===== src/rtl/ps2_port_pkg.sv =====
package ps2_port_pkg;
  localparam int CH_NUM = 4;
  localparam int REG_W = 2 * CH_NUM;
  localparam int ADDR_W = 2;
  localparam int IRQ_EN_BIT = REG_W - 1;
  localparam int MODE_SHIFT_BIT = 0;
  localparam int MODE_IDLE_BIT = 1;

  typedef enum logic [ADDR_W-1:0] {
    ADDR_LINES_OUT = 2'd0,
    ADDR_LINES_IN  = 2'd1,
    ADDR_IRQ       = 2'd2,
    ADDR_MODE      = 2'd3
  } reg_addr_e;

  // control-to-datapath strobes
  typedef struct packed {
    logic              outWr;
    logic [CH_NUM-1:0] pendClr;
    logic              irqEn;
    logic              idle;
    logic              shiftEn;
  } ctrl_strobe_t;
endpackage


===== src/rtl/ps2_port_sync.sv =====
module ps2_port_sync #(
  parameter int WIDTH  = 8,
  parameter int STAGES = 2
) (
  input  logic             clk,
  input  logic             rst_n,
  input  logic [WIDTH-1:0] d,
  output logic [WIDTH-1:0] q
);
  logic [WIDTH-1:0] stage [STAGES];

  always_ff @(posedge clk or negedge rst_n) begin
    if (!rst_n) stage[0] <= '1;
    else        stage[0] <= d;
  end

  generate
    for (genvar k = 1; k < STAGES; k++) begin : g_stage
      always_ff @(posedge clk or negedge rst_n) begin
        if (!rst_n) stage[k] <= '1;
        else        stage[k] <= stage[k-1];
      end
    end
  endgenerate

  assign q = stage[STAGES-1];
endmodule


===== src/rtl/ps2_port_ctrl.sv =====
module ps2_port_ctrl
  import ps2_port_pkg::*;
(
  input  logic               clk,
  input  logic               rst_n,
  input  logic               regWe,
  input  logic [ADDR_W-1:0]  regAddr,
  input  logic [REG_W-1:0]   regWdata,
  input  logic               wakeEvt,
  input  logic [REG_W-1:0]   outBits,
  input  logic [REG_W-1:0]   lineLevels,
  input  logic [CH_NUM-1:0]  pendBits,
  output logic [REG_W-1:0]   regRdata,
  output ctrl_strobe_t       strobe
);
  logic irqEnQ, idleQ, shiftEnQ;
  logic wrOut, wrIrq, wrMode;
  logic unusedWdata;

  assign unusedWdata = ^regWdata;

  assign wrOut  = regWe && (reg_addr_e'(regAddr) == ADDR_LINES_OUT);
  assign wrIrq  = regWe && (reg_addr_e'(regAddr) == ADDR_IRQ);
  assign wrMode = regWe && (reg_addr_e'(regAddr) == ADDR_MODE);

  always_ff @(posedge clk or negedge rst_n) begin
    if (!rst_n) begin
      irqEnQ   <= 1'b0;
      idleQ    <= 1'b0;
      shiftEnQ <= 1'b0;
    end else begin
      if (wrIrq)  irqEnQ   <= regWdata[IRQ_EN_BIT];
      if (wrMode) shiftEnQ <= regWdata[MODE_SHIFT_BIT];
      if (wakeEvt)     idleQ <= 1'b0;
      else if (wrMode) idleQ <= regWdata[MODE_IDLE_BIT];
    end
  end

  always_comb begin
    strobe.outWr   = wrOut && !idleQ && !shiftEnQ;
    strobe.pendClr = wrIrq ? regWdata[CH_NUM-1:0] : '0;
    strobe.irqEn   = irqEnQ;
    strobe.idle    = idleQ;
    strobe.shiftEn = shiftEnQ;
  end

  always_comb begin
    case (reg_addr_e'(regAddr))
      ADDR_LINES_OUT: regRdata = outBits;
      ADDR_LINES_IN:  regRdata = lineLevels;
      ADDR_IRQ:       regRdata = {irqEnQ, {(REG_W-1-CH_NUM){1'b0}}, pendBits};
      ADDR_MODE:      regRdata = {{(REG_W-2){1'b0}}, idleQ, shiftEnQ};
      default:        regRdata = '0;
    endcase
  end


  wake_clears_idle_chk: assert property (@(posedge clk) disable iff (!rst_n)
    wakeEvt |=> !idleQ);


  irq_en_hold_chk: assert property (@(posedge clk) disable iff (!rst_n)
    !wrIrq |=> $stable(irqEnQ));
endmodule


===== src/rtl/ps2_port_dpath.sv =====
module ps2_port_dpath
  import ps2_port_pkg::*;
#(
  parameter int SYNC_STAGES = 2
) (
  input  logic              clk,
  input  logic              rst_n,
  input  ctrl_strobe_t      strobe,
  input  logic [REG_W-1:0]  wdata,
  input  logic [CH_NUM-1:0] clkPadIn,
  input  logic [CH_NUM-1:0] datPadIn,
  output logic [CH_NUM-1:0] clkPadOut,
  output logic [CH_NUM-1:0] clkPadOe,
  output logic [CH_NUM-1:0] datPadOut,
  output logic [CH_NUM-1:0] datPadOe,
  output logic [CH_NUM-1:0] irqPulse,
  output logic              wakeOut,
  output logic              wakeEvt,
  output logic [REG_W-1:0]  outBits,
  output logic [REG_W-1:0]  lineLevels,
  output logic [CH_NUM-1:0] pendBits
);
  logic [REG_W-1:0]  outQ;
  logic [REG_W-1:0]  levelSync;
  logic [REG_W-1:0]  levelPrevQ;
  logic [REG_W-1:0]  fallAll;
  logic [CH_NUM-1:0] fallClk, fallDat;
  logic [CH_NUM-1:0] pendQ, irqQ;
  logic              wakeQ;
  logic [CH_NUM-1:0] irqSet;

  always_ff @(posedge clk or negedge rst_n) begin
    if (!rst_n)            outQ <= '1;
    else if (strobe.outWr) outQ <= wdata;
  end

  assign clkPadOe  = strobe.shiftEn ? '0 : ~outQ[CH_NUM-1:0];
  assign datPadOe  = strobe.shiftEn ? '0 : ~outQ[REG_W-1:CH_NUM];
  assign clkPadOut = '0;
  assign datPadOut = '0;

  ps2_port_sync #(.WIDTH(REG_W), .STAGES(SYNC_STAGES)) u_sync (
    .clk   (clk),
    .rst_n (rst_n),
    .d     ({datPadIn, clkPadIn}),
    .q     (levelSync)
  );

  always_ff @(posedge clk or negedge rst_n) begin
    if (!rst_n) levelPrevQ <= '1;
    else        levelPrevQ <= levelSync;
  end

  assign fallAll = levelPrevQ & ~levelSync;
  assign fallClk = fallAll[CH_NUM-1:0];
  assign fallDat = fallAll[REG_W-1:CH_NUM];
  assign irqSet  = fallClk & {CH_NUM{strobe.irqEn}};

  // set has priority over a same-cycle clear
  always_ff @(posedge clk or negedge rst_n) begin
    if (!rst_n) begin
      pendQ <= '0;
      irqQ  <= '0;
    end else begin
      pendQ <= (pendQ & ~strobe.pendClr) | irqSet;
      irqQ  <= irqSet;
    end
  end

  assign wakeEvt = strobe.idle && |((fallClk | fallDat) & outQ[CH_NUM-1:0]);

  always_ff @(posedge clk or negedge rst_n) begin
    if (!rst_n) wakeQ <= 1'b0;
    else        wakeQ <= wakeEvt;
  end

  assign irqPulse   = irqQ;
  assign wakeOut    = wakeQ;
  assign outBits    = outQ;
  assign lineLevels = levelSync;
  assign pendBits   = pendQ;

  generate
    for (genvar i = 0; i < CH_NUM; i++) begin : g_chk

      pend_set_src_chk: assert property (@(posedge clk) disable iff (!rst_n)
        $rose(pendQ[i]) |-> $past(fallClk[i] && strobe.irqEn));


      irq_single_chk: assert property (@(posedge clk) disable iff (!rst_n)
        irqQ[i] |=> !irqQ[i]);


      pend_sticky_chk: assert property (@(posedge clk) disable iff (!rst_n)
        (pendQ[i] && !strobe.pendClr[i]) |=> pendQ[i]);
    end
  endgenerate


  frozen_hold_chk: assert property (@(posedge clk) disable iff (!rst_n)
    (strobe.idle || strobe.shiftEn) |=> $stable(outQ));


  wake_idle_chk: assert property (@(posedge clk) disable iff (!rst_n)
    wakeQ |-> $past(strobe.idle));
endmodule


===== src/rtl/ps2_line_port.sv =====
module ps2_line_port
  import ps2_port_pkg::*;
#(
  parameter int SYNC_STAGES = 2
) (
  input  logic              clk,
  input  logic              rst_n,
  input  logic              regWe,
  input  logic [ADDR_W-1:0] regAddr,
  input  logic [REG_W-1:0]  regWdata,
  output logic [REG_W-1:0]  regRdata,
  input  logic [CH_NUM-1:0] clkPadIn,
  input  logic [CH_NUM-1:0] datPadIn,
  output logic [CH_NUM-1:0] clkPadOut,
  output logic [CH_NUM-1:0] clkPadOe,
  output logic [CH_NUM-1:0] datPadOut,
  output logic [CH_NUM-1:0] datPadOe,
  output logic [CH_NUM-1:0] irqPulse,
  output logic              wakeOut
);
  ctrl_strobe_t      strobe;
  logic              wakeEvt;
  logic [REG_W-1:0]  outBits, lineLevels;
  logic [CH_NUM-1:0] pendBits;

  ps2_port_ctrl u_ctrl (
    .clk        (clk),
    .rst_n      (rst_n),
    .regWe      (regWe),
    .regAddr    (regAddr),
    .regWdata   (regWdata),
    .wakeEvt    (wakeEvt),
    .outBits    (outBits),
    .lineLevels (lineLevels),
    .pendBits   (pendBits),
    .regRdata   (regRdata),
    .strobe     (strobe)
  );

  ps2_port_dpath #(.SYNC_STAGES(SYNC_STAGES)) u_dpath (
    .clk        (clk),
    .rst_n      (rst_n),
    .strobe     (strobe),
    .wdata      (regWdata),
    .clkPadIn   (clkPadIn),
    .datPadIn   (datPadIn),
    .clkPadOut  (clkPadOut),
    .clkPadOe   (clkPadOe),
    .datPadOut  (datPadOut),
    .datPadOe   (datPadOe),
    .irqPulse   (irqPulse),
    .wakeOut    (wakeOut),
    .wakeEvt    (wakeEvt),
    .outBits    (outBits),
    .lineLevels (lineLevels),
    .pendBits   (pendBits)
  );
endmodule


===== config.mk =====
export PLATFORM = sky130hd
export DESIGN_NAME = ps2_line_port
export DESIGN_NICKNAME = d
export VERILOG_FILES = /design/src/rtl/ps2_port_pkg.sv /design/src/rtl/ps2_port_sync.sv /design/src/rtl/ps2_port_ctrl.sv /design/src/rtl/ps2_port_dpath.sv /design/src/rtl/ps2_line_port.sv
export SDC_FILE = /design/constraint.sdc
export NUM_CORES = 1
export LEC_CHECK = 0
export BUFFER_PORTS_ARGS = -buffer_cell sky130_fd_sc_hd__clkbuf_2
export CAP_MARGIN = 20
export CORE_UTILIZATION = 45
export CTS_CLUSTER_SIZE = 40
export DETAILED_ROUTE_END_ITERATION = 10
export PLACE_DENSITY = 0.77
export SLEW_MARGIN = 10
export SYNTH_ARGS = -nofsm -noshare
export SYNTH_HDL_FRONTEND = slang
export SYNTH_HIERARCHICAL = 1
export SYNTH_SLANG_ARGS = --single-unit

===== constraint.sdc =====
create_clock -name clk -period 1.6 [get_ports clk]
set_clock_uncertainty 0.05 [all_clocks]
set_input_delay 0.16 -clock clk [delete_from_list [all_inputs] [get_ports clk]]
set_output_delay 0.16 -clock clk [all_outputs]
set_load 0.1 [all_outputs]

# Word level (Yosys, flattened, before mapping)
# Index checks and enable logic that the tools add are counted.
# op_classes
n_addsub,0
multipliers,0
div_mod_pow,0
magnitude_cmp,0
n_eq_ne,3
n_shift,0
mux,6
bitwise,10
n_reduce_logical,11
# op_table
operator,count
one-hot mux 8 bit (4 select lines),1
bitwise AND 4 bit,3
2-to-1 mux 4 bit,3
NOT 4 bit,3
bitwise AND 8 bit,1
NOT 8 bit,1
OR 4 bit,2
logical AND 1 bit,6
"== test 2 bit, second input constant",2
OR reduction 4 bit,1
"== test 2 x 1 -> 1 bit, second input constant",1
logical NOT 1 bit,2
logical NOT 2 bit,1
2-to-1 mux 1 bit,2
nonzero test 2 bit,1
# totals
regBits,44
latch_bits,0
ramBits,0
romBits,0
in_bits,21
output_inout_bits,29
wordCells,40
n_memories,0

# Depth between registers and ports, before layout
# logic_depth
ltp_word,7
mapped_depth,6

# Cells and area by module
# The synthesis kept the hierarchy.
# modules_own_cells
module,n_inst,cells_each,area_each_um2,seq_area_each_um2
ps2_port_dpath,1,78,1059.8,645.6
ps2_port_sync,1,24,480.5,420.4
ps2_port_ctrl,1,36,406.6,75.1

# Worst setup path before layout
# OpenSTA, ideal clock, no wires.
# synth_path
kind,reg-to-output
start,register u_dpath.u_sync.stage (netlist bit u_dpath/u_sync/q[2])
end,output port regRdata[2]
t_arrival_ns,2.135
required_ns,1.390
path_slack_ns,-0.745
path_stages_with_launch,4
path_buffers,1
cell_sequence,dfstp_2 -> buf_4 -> mux2i_1 -> o2bb2ai_1
# synth_via
elab_chain_len,1
# synth_rtl
element,line,source
"start, declared",ps2_port_sync.sv:10,logic [WIDTH-1:0] stage [STAGES];
"start signal, assigned by index",ps2_port_sync.sv:21,else stage[k] <= stage[k-1];
one-hot mux 8 bit (4 select lines),ps2_port_ctrl.sv:48,case (reg_addr_e'(regAddr))
"end, declared",ps2_line_port.sv:11,"output logic [REG_W-1:0] regRdata,"
# No other way between the ends.

# Worst setup path after layout
# layout_path
start,register u_dpath.outQ[1] (netlist: u_dpath/outBits[1])
end,output port regRdata[1]
# layout_via
elab_chain_len,1
# layout_rtl
element,line,source
"start, declared",ps2_port_dpath.sv:23,logic [REG_W-1:0] outQ;
"start signal, assigned",ps2_port_dpath.sv:34,else if (strobe.outWr) outQ <= wdata;
one-hot mux 8 bit (4 select lines),ps2_port_ctrl.sv:48,
# No other way between the ends.

==> impl_metrics.tcl <==
set metrics [dict create \
    vias 1194 \
    die_y_um 67.8 \
    relSlewSlack_pct 64.0 \
    syn_avg_cell_area_um2 14.1 \
    grt_first_pass_wirelength_mm 6.02 \
    cp.required_ns 1.39 \
    diodes 0 \
    postRouteWirelength_mm 3.84 \
    worstSetupPathType "flip-flop to primary output" \
    start_kind "flip-flop" \
    io_buffer_count 41 \
    finalSetupViolCount 2 \
    synth_seq_cells 44 \
    synth_area_um2 1950 \
    power_mw 4.96 \
    peakVddDrop_mv 1.03 \
    layout-area-overhead-vs-synth_pct 40.9 \
    gp_congestion 0.792 \
    num_rows 23 \
    syn_inst 138 \
    first_pass_iters 4 \
    start_util_pct 47.6 \
    ys_types 25 \
    status "finished with violations" \
    fmax_mhz 621 \
    grt_overflow 0 \
    violations "negative setup slack" \
    hpwl_mm 2.70 \
    cts.sinks 44 \
    finalNetCount 213 \
    yosysWarnings 6 \
    critPathBufInv 1 \
    fp.dieArea_um2 4590 \
    slowest_delay_ns 0.50 \
    cts_buffers 5 \
    cts_tree "built" \
    crit_fanout 4 \
    viasPerCell 4.91 \
    worstPathCellList "mux4_2, buf_12" \
    cp_data_arrival_time_ns 1.40 \
    drive_above_1_share_pct 68.4 \
    drt_iter0_drc 61 \
    antenna_found_initial 0 \
    clock_latency_ns 0.30 \
    finalMaxSlewViolations 0 \
    core_area_um2 4090 \
    cts_root_buffer "clkbuf_8" \
    cts_buffer_depth 2 \
    grt_pass1_vias 1229 \
    holdWs_ns 0.0407 \
    finalHoldViolCount 0 \
    grt_max_degree 45 \
    pin_count 50 \
    seq_area_frac_synth_pct 58.6 \
    critPathTopFamily "multiplexers" \
    final_antenna_net_count 0 \
    slowest_stage "mux4_2" \
    cts_max_level 2 \
    critPathCaptureType "primary output" \
    tightest_slew_ns 0.540 \
    fin_crit_ns 1.61 \
    p_leak_nw 1.24 \
    die_x_um 67.8 \
    hp-class "primary input to flip-flop" \
    clkTransAtPathRegs_ns 0.09 \
    fin_crit_sh_pct 101 \
    gr-usage-all-layers_pct 18.8 \
    pwr_density_cell_nw_per_um2 1810 \
    max_cap_viol_count 0 \
    post_drt_wl_per_cell_um 15.8 \
    drc 0 \
    finalWorstSetupSlack_ns -0.0109 \
    rsz0062_at_grt "yes" \
]
## worst register-to-register path, cell delays in order (launching register included)
cell,delay (ns)
dfstp_2,0.54
nor2b_1,0.06
o21ai_0,0.26
a41oi_1,0.21
nand2b_1,0.19
mux2i_1,0.14
## through the flow
step	instance area (um^2)	cells	setup TNS, ns	worst slack [ns]	util [%]
detailed placement	2480	223	0	0.131	60.6
floorplan	2060	145	-1.65	-0.183	-
global route	2740	243	-0.140	-0.0393	67.1
global placement	2480	223	0	0.197	60.6
CTS	2700	243	-0.0156	-0.0156	66.2
finish	2740	243	-0.0148	-0.0109	67.1
## repair_timing
| item | 4_1_cts | 5_1_grt |
|---|---|---|
| gates resized for setup | 2 | 8 |
| buffers inserted | 3 | 0 |
| pin swaps | 0 | 4 |
| endpoints found under the setup margin | 3 | 12 |
| hold buffers | 9 | 0 |
| endpoints found under the hold margin | 20 | 0 |
## placed cells by master (no fill, tap or decap), types with 2 or more instances in the layout
| cell | n |
|---|---|
| nor2b_4 | 3 |
| o21ai_0 | 2 |
| inv_1 | 5 |
| clkbuf_2 | 25 |
| dfstp_2 | 32 |
| and2_4 | 4 |
| o21ai_1 | 2 |
| buf_12 | 17 |
| mux2_4 | 10 |
| a21o_1 | 4 |
| nor2_4 | 11 |
| mux4_2 | 2 |
| nand2b_1 | 3 |
| mux2i_1 | 7 |
| dlygate4sd3_1 | 9 |
| nor2b_1 | 5 |
| conb_1 | 8 |
| dfrtp_1 | 11 |
| and3_1 | 4 |
| clkbuf_8 | 6 |
| o2bb2ai_4 | 2 |
| buf_4 | 12 |
## sequential cells by signal (all words and copies together), names as in the netlist
signal	count
u_dpath/irqPulse	4
u_ctrl/shiftEnQ	1
u_dpath/wakeOut	1
u_dpath/u_sync/q	8
u_dpath/outBits	8
u_dpath/pendBits	4
u_dpath/levelPrevQ	8
u_ctrl/idleQ	1
u_ctrl/irqEnQ	1
u_dpath/u_sync/stage	8
## where the power goes
group | internal, mW | total [mW] | switching [mW]
logic | 0.931 | 2.49 | 1.56
clock network | 0.448 | 0.828 | 0.380
registers | 1.41 | 1.64 | 0.220
total | 2.79 | 4.96 | 2.16
## per-layer routing
metal / part of all wire [%] / vias to the layer above / GRT usage [%]
li1: - / 542 / -
met1: 42 / 599 / 24.4
met2: 51 / 44 / 30.7
met3: 4.8 / 9 / 4.39
met4: 2.0 / 0 / 6.25
met5: 0 / - / 0
## cell usage after synthesis, drive strengths merged
library cell  count  area (um^2)
and2              4         35.0
nand3             1         17.5
buf              22          176
nor2             11         41.3
and3              4         25.0
mux2             10          150
a41oi             1         8.76
mux4              2         52.6
o21ai             4         20.0
mux2i             7         70.1
o2bb2ai           3         26.3
a21o              4         30.0
dfstp            32          841
dfrtp            12          300
nand2b            3         18.8
nor2b             9         81.3
clkbuf            1         3.75
nand3b            1         20.0
conb              1         3.75
nor4              1         6.26
inv               5         18.8
## cell type report
type | count | area [um^2]
Tap cell | 50 | 62.6
Clock buffer | 7 | 108
Clock inverter | 1 | 8.76
Multi-Input combinational cell | 73 | 758
Fill cell | 290 | 1340
Inverter | 5 | 18.8
Timing Repair Buffer | 63 | 646
Sequential cell | 44 | 1140
## worst paths after layout
| check | from | endpoint | slack [ns] | cells past startpoint |
|---|---|---|---|---|
| max | u_dpath/outBits[1]$_DFFE_PN1P_ | regRdata[1] | -0.01 | 2 |
| min | regWdata[5] | u_dpath/outBits[5]$_DFFE_PN1P_ | 0.04 | 2 |
| max reg2reg | u_dpath/u_sync/q[0]$_DFF_PN1_ | u_ctrl/idleQ$_DFFE_PN0P_ | 0.07 | 5 |
| min reg2reg | u_dpath/u_sync/stage[15]$_DFF_PN1_ | u_dpath/u_sync/q[7]$_DFF_PN1_ | 0.31 | 0 |
| max in group asynchronous | rst_n | u_ctrl/shiftEnQ$_DFFE_PN0P_ | 0.68 | 3 |
| min in group asynchronous | rst_n | u_dpath/pendBits[2]$_DFF_PN0_ | 0.40 | 3 |
## cell families after synthesis
logic type | synth area share, %
buffers and inverters | 10.2
other | 0.193
muxes | 14.0
AOI/OAI and AO/OA | 4.37
DFF | 58.6
and+or+nand+nor | 12.6
No activity file was read; power rests on OpenSTA's default activity.
